`src/rtl/rf_pkg.sv`:
```
package rf_pkg;
  localparam int unsigned RF_NUM_RD = 2;
  localparam int unsigned RF_PORT_A = 0;
  localparam int unsigned RF_PORT_B = 1;
endpackage

```
`src/rtl/rf_array.sv`:
```
module rf_array #(
  parameter int unsigned NUM_REGS = 32,
  parameter int unsigned DATA_W   = 32,
  localparam int unsigned ADDR_W  = $clog2(NUM_REGS)
) (
  input  logic              clk_i,
  input  logic              rst_ni,
  input  logic              wr_en_i,
  input  logic [ADDR_W-1:0] wr_addr_i,
  input  logic [DATA_W-1:0] wr_data_i,
  output logic [DATA_W-1:0] regs_o [NUM_REGS]
);
  for (genvar i = 0; i < NUM_REGS; i++) begin : g_reg
    if (i == 0) begin : g_zero
      assign regs_o[i] = '0;
    end else begin : g_store
      logic hit;
      assign hit = wr_en_i && (wr_addr_i == ADDR_W'(i));
      always_ff @(posedge clk_i or negedge rst_ni) begin
        if (!rst_ni)  regs_o[i] <= '0;
        else if (hit) regs_o[i] <= wr_data_i;
      end
    end
  end
endmodule

```
`src/rtl/rf_read_port.sv`:
```
module rf_read_port #(
  parameter int unsigned NUM_REGS = 32,
  parameter int unsigned DATA_W   = 32,
  localparam int unsigned ADDR_W  = $clog2(NUM_REGS)
) (
  input  logic [DATA_W-1:0] regs_i [NUM_REGS],
  input  logic [ADDR_W-1:0] rd_addr_i,
  input  logic              wr_en_i,
  input  logic [ADDR_W-1:0] wr_addr_i,
  input  logic [DATA_W-1:0] wr_data_i,
  output logic [DATA_W-1:0] rd_data_o
);
  logic is_zero, byp_hit;
  assign is_zero = (rd_addr_i == '0);
  assign byp_hit = wr_en_i && (wr_addr_i == rd_addr_i);

  // zero beats bypass beats array
  always_comb begin
    if (is_zero)      rd_data_o = '0;
    else if (byp_hit) rd_data_o = wr_data_i;
    else              rd_data_o = regs_i[rd_addr_i];
  end
endmodule

```
`src/rtl/regfile_bypass.sv`:
```
module regfile_bypass #(
  parameter int unsigned NUM_REGS = 32,
  parameter int unsigned DATA_W   = 32,
  localparam int unsigned ADDR_W  = $clog2(NUM_REGS)
) (
  input  logic              clk_i,
  input  logic              rst_ni,
  input  logic [ADDR_W-1:0] rd_addr_a_i,
  output logic [DATA_W-1:0] rd_data_a_o,
  input  logic [ADDR_W-1:0] rd_addr_b_i,
  output logic [DATA_W-1:0] rd_data_b_o,
  input  logic              wr_en_i,
  input  logic [ADDR_W-1:0] wr_addr_i,
  input  logic [DATA_W-1:0] wr_data_i
);
  import rf_pkg::*;

  logic [DATA_W-1:0] regs      [NUM_REGS];
  logic [ADDR_W-1:0] rd_addr   [RF_NUM_RD];
  logic [DATA_W-1:0] rd_data   [RF_NUM_RD];

  assign rd_addr[RF_PORT_A] = rd_addr_a_i;
  assign rd_addr[RF_PORT_B] = rd_addr_b_i;
  assign rd_data_a_o        = rd_data[RF_PORT_A];
  assign rd_data_b_o        = rd_data[RF_PORT_B];

  rf_array #(.NUM_REGS(NUM_REGS), .DATA_W(DATA_W)) u_array (
    .clk_i     (clk_i),
    .rst_ni    (rst_ni),
    .wr_en_i   (wr_en_i),
    .wr_addr_i (wr_addr_i),
    .wr_data_i (wr_data_i),
    .regs_o    (regs)
  );

  for (genvar p = 0; p < RF_NUM_RD; p++) begin : g_rd
    rf_read_port #(.NUM_REGS(NUM_REGS), .DATA_W(DATA_W)) u_port (
      .regs_i    (regs),
      .rd_addr_i (rd_addr[p]),
      .wr_en_i   (wr_en_i),
      .wr_addr_i (wr_addr_i),
      .wr_data_i (wr_data_i),
      .rd_data_o (rd_data[p])
    );
  end
endmodule

```
`config.mk`:
```
export PLATFORM = sky130hd
export DESIGN_NAME = regfile_bypass
export DESIGN_NICKNAME = d
export VERILOG_FILES = /design/src/rtl/rf_pkg.sv /design/src/rtl/rf_array.sv /design/src/rtl/rf_read_port.sv /design/src/rtl/regfile_bypass.sv
export SDC_FILE = /design/constraint.sdc
export NUM_CORES = 2
export LEC_CHECK = 0
export ABC_AREA = 1
export BUFFER_PORTS_ARGS = -buffer_cell sky130_fd_sc_hd__buf_2
export CAP_MARGIN = 10
export CORE_ASPECT_RATIO = 1.5
export CORE_MARGIN = 1
export CORE_UTILIZATION = 30
export DETAILED_ROUTE_END_ITERATION = 8
export GPL_TIMING_DRIVEN = 0
export PLACE_DENSITY = 0.43
export SLEW_MARGIN = 10
export SYNTH_ARGS = -nofsm -noshare
export SYNTH_HDL_FRONTEND = slang
export SYNTH_SLANG_ARGS = --single-unit
```
`constraint.sdc`:
```
create_clock -name clk_i -period 1.45 [get_ports clk_i]
set_clock_uncertainty 0.05 [all_clocks]
set_input_delay 0.0725 -clock clk_i [delete_from_list [all_inputs] [get_ports clk_i]]
set_output_delay 0.0725 -clock clk_i [all_outputs]
set_load 0.05 [all_outputs]
```
==> impl_metrics.json <==
{
  "pwr-share-clk_pct": 34.2,
  "hold_ws_ns": -0.838,
  "drv_slew": 0,
  "seq_power_share_pct": 39.2,
  "p_leak_nw": 33.7,
  "rrSetupSlack_ns": 0.35,
  "die_h_um": 537,
  "clockBufferDepth": 3,
  "tightest_slew_ns": 1.49,
  "max_slew_margin_pct": 0.869,
  "synth-seq-cells": 992,
  "dieWidth_um": 359,
  "synth_area_leaders": "dfrtp_1 43%, nand2_1 19%, nand3_1 10%, o21ai_0 8.7%, inv_1 4.8%",
  "synth_common_cells": "2,844 x nand2_1, 1,159 x nand3_1, 993 x o21ai_0",
  "crit_required_ns": 1.33,
  "drc": 0,
  "grt_max_degree": 134,
  "clock.fmax_mhz": 377,
  "num_rows": 196,
  "htree_levels": 3,
  "crit_chain": "buf_2 -> clkbuf_2 -> clkbuf_2 -> nand3_1 -> nand2_2 -> nand3_2 -> nand2_4 -> clkinvlp_4 -> buf_8",
  "regToRegStartpoint": "u_array.regs_o[536]$_DFFE_PN0P_",
  "max_stage_delay_ns": 0.61,
  "drt_pass1_iterations": 8,
  "start_util_pct": 30.2,
  "design.core.area_um2": 190000,
  "maxCapViolCount": 0,
  "dp_slack_ns": -2.26,
  "yosysTopAreaCell": "dfrtp_1",
  "cp-startpoint": "rd_addr_a_i[4]",
  "synth_cells": 8478,
  "yosysMostFrequentCell": "nand2_1",
  "hold_violations": 228,
  "syn_area_per_cell_um2": 6.76,
  "cts-root-buf": "clkbuf_16",
  "wl_per_cell_um": 35.7,
  "critical_path.slowest_cell": "clkbuf_2",
  "regToRegEndpoint": "u_array.regs_o[536]$_DFFE_PN0P_",
  "synth-seq-area-share_pct": 43.3,
  "pwr-share-comb_pct": 26.6,
  "fin_util_pct": 37.7,
  "reg_top3": "u_array.regs_o (992)",
  "power_density_nw_per_um2": 1320,
  "track_usage_pct": 41.5,
  "routed_wl_um": 408000,
  "worstSkewPairLatency_ns": 0.81,
  "dpl.hpwl_um": 316000,
  "top_register": "u_array.regs_o",
  "cts_tree": "built",
  "io_buffer_count": 108,
  "netlist_area_um2": 57300,
  "start_kind": "primary input",
  "ios": 114,
  "crit_type": "in2out",
  "fin_tns_setup_ns": -72.66,
  "swShare_pct": 37.6,
  "cts_sinks": 992,
  "ir_drop_mv": 1.01,
  "num_vias": 64500,
  "violations": "negative hold slack, negative setup slack",
  "nets": 8883,
  "switchingPower_mw": 35.5,
  "first_global_vias": 61700,
  "path_clk_slew_ns": 0.06,
  "endpoint_kind": "output pin",
  "numCtsBuffers": 118,
  "antenna_found_initial": 45,
  "endpoint": "rd_data_a_o[3]",
  "drive_above_1_share_pct": 17.9,
  "drt_iter0_drc": 7510,
  "placed_cells_incl_taps": 11100,
  "outcome": "finished with violations",
  "crit_top_cell": "clkbuf_2",
  "viasPerCell": 5.64,
  "synth_edf_count": 0,
  "synth_top_area_share_pct": 43.3,
  "rsz0062_at_grt": "true",
  "largest_reg_flops": 992,
  "hold_buffers": 33,
  "hold_class": "in2async",
  "grt_pass1_wl_um": 540000,
  "reg2regPathDepth": 4,
  "stdcell_count": 11400,
  "period_minus_slack_ns": 2.66,
  "setup_slack_ns": -1.21,
  "p_int_mw": 58.8,
  "path_max_fanout": 10,
  "synth.distinct_cells": 26,
  "synth_async_sr_flop_share_pct": 100,
  "syn_nets": 8528,
  "grt_overflow": 0,
  "area_delta_synth_final_pct": 24.9,
  "crit_arrival_ns": 2.53,
  "yosysWarnings": 0,
  "dieArea_um2": 193000,
  "ys.flop_type": "dfrtp_1",
  "gp_congestion": 1.07,
  "finalCritPeriodShare_pct": 183,
  "setup_viol": 173,
  "ant_nets": 0
}
## how the worst min path moves through the flow
stage	endpoint	slack, ns	cells past startpoint
floorplan	u_array.regs_o[0]$_DFFE_PN0P_	-0.27	0
global placement	u_array.regs_o[545]$_DFFE_PN0P_	0.42	2
detailed placement	u_array.regs_o[472]$_DFFE_PN0P_	-0.02	1
CTS	u_array.regs_o[472]$_DFFE_PN0P_	-0.85	1
global route	u_array.regs_o[472]$_DFFE_PN0P_	-0.82	1
finish	u_array.regs_o[472]$_DFFE_PN0P_	-0.84	1
## layer usage
layer | vias to the layer above | global-route usage, % | part of all wire (%)
met4 | 16 | 36.4 | 10
met1 | 31600 | 46.1 | 36
li1 | 28000 | - | -
met2 | 3575 | 67.0 | 46
met3 | 1337 | 9.62 | 8.0
met5 | - | 0 | 0.024
## cells by family after synthesis
family                 count (synthesis)  share of synthesized area [%]
AND/OR/NAND/NOR                     4484                           32.3
flip-flops                           992                           43.3
AO/OA/AOI/OAI                       1538                           14.2
XOR/XNOR                               3                         0.0459
buffers and inverters               1461                           10.1
## power by group through the flow
| stage | sequential (mW) | combinational [mW] | clock (mW) |
|---|---|---|---|
| after CTS | 36.8 | 23.1 | 32.5 |
| final | 37.0 | 25.1 | 32.2 |
| after global routing | 37.5 | 27.0 | 33.5 |
| after global placement | 37.2 | 21.0 | 0 |
| after detailed placement | 37.2 | 21.5 | 0 |
| after floorplan | 35.9 | 13.1 | 0 |
## placed cells by master (no fill, tap or decap), types with 28 or more instances in the layout
cell type and instances:
a21oi_1 221, buf_2 151, buf_4 186, buf_6 82, clkbuf_1 276, clkbuf_16 120, clkbuf_2 104, clkbuf_4 57
clkbuf_8 32, clkinvlp_4 56, dfrtp_1 985, diode_2 28, dlygate4sd3_1 32, inv_1 657, inv_2 46, nand2_1 2681
nand2_2 127, nand2_4 46, nand3_1 804, nand3_2 287, nand3_4 70, nor2_1 342, nor2_2 47, o211ai_1 174
o21ai_0 957, o21ai_1 145
## cell type report
class	count	area (um2)
Sequential cell	992	24800
Fill cell	20700	118000
Clock inverter	51	586
Inverter	754	3020
Timing Repair Buffer	236	2430
Buffer	706	3980
Tap cell	2475	3100
Antenna cell	28	70.1
Multi-Input combinational cell	6025	30100
Clock buffer	166	3410
## what timing repair did
action,CTS,global route
gates cloned,3,2
setup buffers,22,59
gates resized for setup,841,527
pin swaps,262,284
hold endpoints to repair,233,198
endpoints found under the setup margin,485,563
## metrics by stage
| stage | total power, mW | cell area (um2) |
|---|---|---|
| 2_1_floorplan | 49.0 | 57800 |
| 3_3_place_gp | 58.2 | 61500 |
| 3_5_place_dp | 58.7 | 61800 |
| 4_1_cts | 92.4 | 69200 |
| 5_1_grt | 98.0 | 71500 |
| 6_report | 94.3 | 71500 |
## worst max-delay path: cells and delay by family
kind,cells,cell delay [ns]
simple gates,4,0.70
buf+inv,5,1.71
Note: power is estimated with default switching activity, not from simulation.
